--- src/rtl/gpio_port_pkg.sv ---
package gpio_port_pkg;

    typedef enum logic [1:0] {
        REG_DATA = 2'd0,
        REG_DIR  = 2'd1,
        REG_IEN  = 2'd2,
        REG_NONE = 2'd3
    } gpio_reg_e;

    function automatic logic is_reg(input logic [1:0] addr, input gpio_reg_e which);
        return addr == 2'(which);
    endfunction

endpackage

--- src/rtl/gpio_cfg_regs.sv ---
module gpio_cfg_regs
    import gpio_port_pkg::*;
#(
    parameter int WIDTH = 8
) (
    input  logic             clk,
    input  logic             rst_n,
    input  logic [1:0]       wr_addr,
    input  logic             wr_en,
    input  logic [WIDTH-1:0] wr_data,
    output logic [WIDTH-1:0] dir_o,
    output logic [WIDTH-1:0] ien_o,
    output logic [WIDTH-1:0] latch_o
);

    typedef struct packed {
        logic [WIDTH-1:0] dir;
        logic [WIDTH-1:0] ien;
    } cfg_t;

    cfg_t             cfg_d, cfg_q;
    logic [WIDTH-1:0] latch_d, latch_q;

    always_comb begin
        cfg_d   = cfg_q;
        latch_d = latch_q;
        if (wr_en) begin
            if (is_reg(wr_addr, REG_DIR)) cfg_d.dir = wr_data;
            if (is_reg(wr_addr, REG_IEN)) cfg_d.ien = wr_data;
            if (is_reg(wr_addr, REG_DATA)) latch_d = wr_data;
        end
    end

    always_ff @(posedge clk) begin
        if (!rst_n) begin
            cfg_q.dir <= '0;
            cfg_q.ien <= '1;
        end else begin
            cfg_q <= cfg_d;
        end
    end

    // Output latch deliberately carries no reset.
    always_ff @(posedge clk) begin
        latch_q <= latch_d;
    end

    assign dir_o   = cfg_q.dir;
    assign ien_o   = cfg_q.ien;
    assign latch_o = latch_q;

endmodule

--- src/rtl/gpio_in_sync.sv ---
module gpio_in_sync #(
    parameter int WIDTH  = 8,
    parameter int STAGES = 2
) (
    input  logic             clk,
    input  logic             rst_n,
    input  logic [WIDTH-1:0] pin_i,
    output logic [WIDTH-1:0] pin_sync_o
);

    logic [STAGES-1:0][WIDTH-1:0] stg_d, stg_q;

    always_comb begin
        stg_d[0] = pin_i;
        for (int s = 1; s < STAGES; s++) begin
            stg_d[s] = stg_q[s-1];
        end
    end

    always_ff @(posedge clk) begin
        if (!rst_n) stg_q <= '0;
        else        stg_q <= stg_d;
    end

    assign pin_sync_o = stg_q[STAGES-1];

endmodule

--- src/rtl/gpio_pad_ctrl.sv ---
module gpio_pad_ctrl #(
    parameter int WIDTH      = 8,
    parameter int EXEMPT_BIT = 4
) (
    input  logic             clk,
    input  logic             rst_n,
    input  logic             stby_i,
    input  logic             hold_sel_i,
    input  logic [WIDTH-1:0] dir_i,
    input  logic [WIDTH-1:0] ien_i,
    input  logic [WIDTH-1:0] pin_sync_i,
    output logic [WIDTH-1:0] oe_o,
    output logic [WIDTH-1:0] din_o
);

    typedef struct packed {
        logic iso;
    } pad_t;

    pad_t pad_d, pad_q;

    always_comb begin
        pad_d     = pad_q;
        pad_d.iso = stby_i & hold_sel_i;
    end

    always_ff @(posedge clk) begin
        if (!rst_n) pad_q <= '0;
        else        pad_q <= pad_d;
    end

    assign oe_o = pad_q.iso ? '0 : dir_i;

    for (genvar b = 0; b < WIDTH; b++) begin : g_bit
        if (b == EXEMPT_BIT) begin : g_exempt
            assign din_o[b] = pin_sync_i[b] & ~ien_i[b];
        end else begin : g_clamped
            assign din_o[b] = pin_sync_i[b] & ~ien_i[b] & ~pad_q.iso;
        end
    end

endmodule

--- src/rtl/gpio_port_isol.sv ---
module gpio_port_isol
    import gpio_port_pkg::*;
#(
    parameter int WIDTH       = 8,
    parameter int EXEMPT_BIT  = 4,
    parameter int SYNC_STAGES = 2
) (
    input  logic             clk,
    input  logic             rst_n,
    input  logic [1:0]       bus_addr,
    input  logic             bus_we,
    input  logic [WIDTH-1:0] bus_wdata,
    output logic [WIDTH-1:0] bus_rdata,
    output logic [WIDTH-1:0] pad_out,
    output logic [WIDTH-1:0] pad_oe,
    input  logic [WIDTH-1:0] pad_in,
    input  logic             stby_active,
    input  logic             pin_hold_sel
);

    logic [WIDTH-1:0] dir_w, ien_w, latch_w, sync_w, din_w;

    gpio_cfg_regs #(.WIDTH(WIDTH)) u_regs (
        .clk     (clk),
        .rst_n   (rst_n),
        .wr_addr (bus_addr),
        .wr_en   (bus_we),
        .wr_data (bus_wdata),
        .dir_o   (dir_w),
        .ien_o   (ien_w),
        .latch_o (latch_w)
    );

    gpio_in_sync #(.WIDTH(WIDTH), .STAGES(SYNC_STAGES)) u_sync (
        .clk        (clk),
        .rst_n      (rst_n),
        .pin_i      (pad_in),
        .pin_sync_o (sync_w)
    );

    gpio_pad_ctrl #(.WIDTH(WIDTH), .EXEMPT_BIT(EXEMPT_BIT)) u_pad (
        .clk        (clk),
        .rst_n      (rst_n),
        .stby_i     (stby_active),
        .hold_sel_i (pin_hold_sel),
        .dir_i      (dir_w),
        .ien_i      (ien_w),
        .pin_sync_i (sync_w),
        .oe_o       (pad_oe),
        .din_o      (din_w)
    );

    always_comb begin
        unique case (bus_addr)
            2'(REG_DATA): bus_rdata = din_w;
            2'(REG_DIR):  bus_rdata = dir_w;
            2'(REG_IEN):  bus_rdata = ien_w;
            default:      bus_rdata = '0;
        endcase
    end

    assign pad_out = latch_w;

endmodule

--- config.mk ---
export PLATFORM = sky130hd
export DESIGN_NAME = gpio_port_isol
export DESIGN_NICKNAME = d
export VERILOG_FILES = /design/src/rtl/gpio_port_pkg.sv /design/src/rtl/gpio_cfg_regs.sv /design/src/rtl/gpio_in_sync.sv /design/src/rtl/gpio_pad_ctrl.sv /design/src/rtl/gpio_port_isol.sv
export SDC_FILE = /design/constraint.sdc
export NUM_CORES = 1
export LEC_CHECK = 0
export BUFFER_PORTS_ARGS = -buffer_cell sky130_fd_sc_hd__buf_2
export CAP_MARGIN = 10
export CORE_MARGIN = 2
export CORE_UTILIZATION = 40
export DETAILED_ROUTE_END_ITERATION = 8
export SYNTH_ARGS = -nofsm -noshare
export SYNTH_HDL_FRONTEND = slang
export SYNTH_SLANG_ARGS = --single-unit
--- constraint.sdc ---
create_clock -name clk -period 3.7 [get_ports clk]
set_input_delay 0.185 -clock clk [delete_from_list [all_inputs] [get_ports clk]]
set_output_delay 0.185 -clock clk [all_outputs]
set_load 0.1 [all_outputs]
==> summary.md <==
| Metric | Value |
|---|---|
| GR Overflow Total | 0 |
| Starting Density | a little over two fifths |
| Drt first-iter violations | 58 |
| Final WS setup | 1.603 ns |
| Die area | roughly 0.0044 mm² |
| Drt total wl | 3033 µm |
| DIE HEIGHT | 66.43 µm |
| F_max | about 480 MHz |
| Vias in the first global route | 1,069 |
| Drc violations | 0 |
| Status | completed |
| Skew final | 0.0003184 ns |
| Tightest Hold Check Type | input port to flip-flop |
| Number of library cell types mapped by synthesis | 20 |
| I/O Buffers | 46 |
| Clock Path Buffers | 2 |
| Share of layout cells above drive strength 1 | a little under a third |
| CTS tree | yes |
| Post-Place Setup Slack | around 2 ns |
| Area Growth Syn to Fin | 22.55% |
| Worst-Margin Slew | ~1.2 ns |
| Largest cells by area after synthesis | dfxtp_1 42%, edfxtp_1 15%, and2_1 6.4% |
| Placer congestion estimate | 0.7853 |
| Fin crit share | 56.67% |
| Crit-path max cell delay | 0.48 ns |
| Pleak | 0.0008517 µW |
| Area leader, netlist | dfxtp_1 |
| Total power | slightly below 1000 µW |
| Mapped Cells | approximately 160 |
| Post-Place Cell Area | 0.001797 mm² |
| Crit end category | output pin |
| Site Rows | 22 |
| Clock buffer count from CTS | 5 |
| #FFs+latches synth | between 40 and 50 |
| DP Wirelength | 2256 µm |
| Final hold vios | 0 |
| H-tree Lvls | 2 |
| First-pass DRT Iterations | 4 |
| TNS Setup | 0 ns |
| Post_cts resized | 0 |
| Data arrival time of the worst path | 1.91 ns |
| Tot GR Track Use | 14.94% |
| Nets@finish | 222 |
| Sequential-to-total area share from yosys stat | 57.78% |
| Via total after detailed routing | 1,203 |
| Ports | 47 |
| # setup viols final | 0 |
| Pwr Density | 516.3 mW/mm² |
| Diode count | 0 |
| Filler cells | 352 |
| Worst vdd rail ir drop | 223.4 µV |
| Fin. max-slew vios | 0 |
| Synthesized area | ~0.0016 mm² |
| Clk pin slew, worst setup/hold paths | 0.07 ns |
| Syn. warnings | 0 |
| Headroom to the max-slew limit | 22.69% |
| Fin crit period | between 2 and 2.5 ns |
| Via density | between 4 and 5 |
| Top cell type's share of synthesized area | 42.38% |
| Commonest non-fill, non-tap cell in the layout | buf_2 |
| Clk_lat worst skew | 0.28 ns |
| Number of max-cap violations | 0 |
| First-pass GRT wire length | 4836 µm |
| Hold Buf Count CTS | 0 |
| Root Buffer | clkbuf_8 |
| Post-DR wirelength/cell | 12.23 µm |
| Max FO, Critical Path | 10 |
| Critical Path, Cell by Cell | nor2_1, a32oi_1, o21ai_0, buf_2 |
| Startpoint types | flip-flop |
| CTS Sinks | between 40 and 50 |
| Slowest-stage cell, CP | buf_2 |
| Post-route cell area | 0.001911 mm² |
| Area of the core | 0.003716 mm² |
| Post-CTS Setup Bufs | 0 |
| Initial antenna violation count | 0 |
| Post-DRT Antenna Nets | 0 |
| Synthesized Nets | 178 |
| Worst endpoint required time | 3.51 ns |
| Worst setup path category | flip-flop to output pin |
| RSZ-0062 raised after global routing | false |
| Mean post-synth cell area | just over 10 µm² |
| DIE WIDTH | 66.43 µm |
| Largest net degree at the start of global routing | 42 |
| Commonest cells after routing, fill and taps aside | 46 x buf_2, 33 x dfxtp_1, 25 x nand2_1, 16 x o21ai_0, 16 x and2_1 |
sequential cells by signal (all words and copies together), names as in the netlist:
signal             flops
u_sync.pin_sync_o      8
u_pad.pad_q            1
u_regs.dir_o           8
u_sync.stg_d           8
u_regs.latch_o         8
u_regs.ien_o           8
layout make-up:
cell class / instances / area [µm²] / area share, %
well taps: 48 / 60.06 / 3.143
repair buffers: 46 / 230.2 / 12.05
multi-input cells: 99 / 583.1 / 30.52
clock inverters: 1 / 6.256 / 0.3274
clock buffers: 7 / 107.6 / 5.632
inverters: 6 / 22.52 / 1.179
flip-flops and latches: 41 / 900.9 / 47.15
worst paths after layout:
kind                    startpoint              endpoint  slack (ns)  cells after the start
setup / recovery       u_pad.pad_q          bus_rdata[3]        1.60                      4
hold / removal           pad_in[1]       u_sync.stg_d[9]         0.1                      2
hold reg to reg   u_sync.stg_d[15]  u_sync.pin_sync_o[7]        0.44                      1
setup reg to reg   u_regs.ien_o[1]       u_regs.ien_o[1]        3.04                      2
synth_stat cells:
library cell / instances
nand2_1: 25
buf_6: 2
nor2_1: 1
nor2b_1: 9
clkbuf_1: 4
nor3b_1: 2
o211ai_2: 6
a21oi_1: 2
dfxtp_1: 33
and3_1: 1
and2_1: 16
a32oi_1: 6
nor4b_1: 1
nand3b_1: 3
buf_2: 3
edfxtp_1: 8
inv_1: 6
o21ai_0: 16
nand3_1: 10
and3b_1: 1
critical path: cells and delay by family (launching register included):
family / cells / cell delay [ns]
AO/OA/AOI/OAI: 2 / 0.39
buffers and inverters: 1 / 0.48
flip-flops: 1 / 0.42
AND/OR/NAND/NOR: 1 / 0.34
kinds of logic (layout without fill, tap and decap cells):
group | Yosys count | count (layout) | share of synthesized area [%]
AND/OR/NAND/NOR | 69 | 69 | 23.43
flip-flops | 41 | 41 | 57.78
AO/OA/AOI/OAI | 30 | 30 | 13.96
buffers and inverters | 15 | 60 | 4.815
metal layers:
metal,GRT usage (%),share of wire [%],up-vias
met1,18.51,44,536
met5,0,0,-
met3,4.770,8.1,7
li1,-,-,613
met2,22.25,46,47
met4,9.439,2.3,0
report_power, final:
group          switching, µW  total, µW  internal (µW)
clock                    144        336            192
combinational            133        166           33.0
sequential              8.87        484            476
total                    286        987            701
metrics by stage:
stage,hold slack [ns],util [%],instances
6_report,0.09975,51.41,248
5_1_grt,0.08717,51.41,248
4_1_cts,0.08418,51.41,248
3_5_place_dp,0.3944,48.35,240
3_3_place_gp,0.3898,48.35,240
2_1_floorplan,0.2839,-,155
No activity file was read; power rests on OpenSTA's default activity.
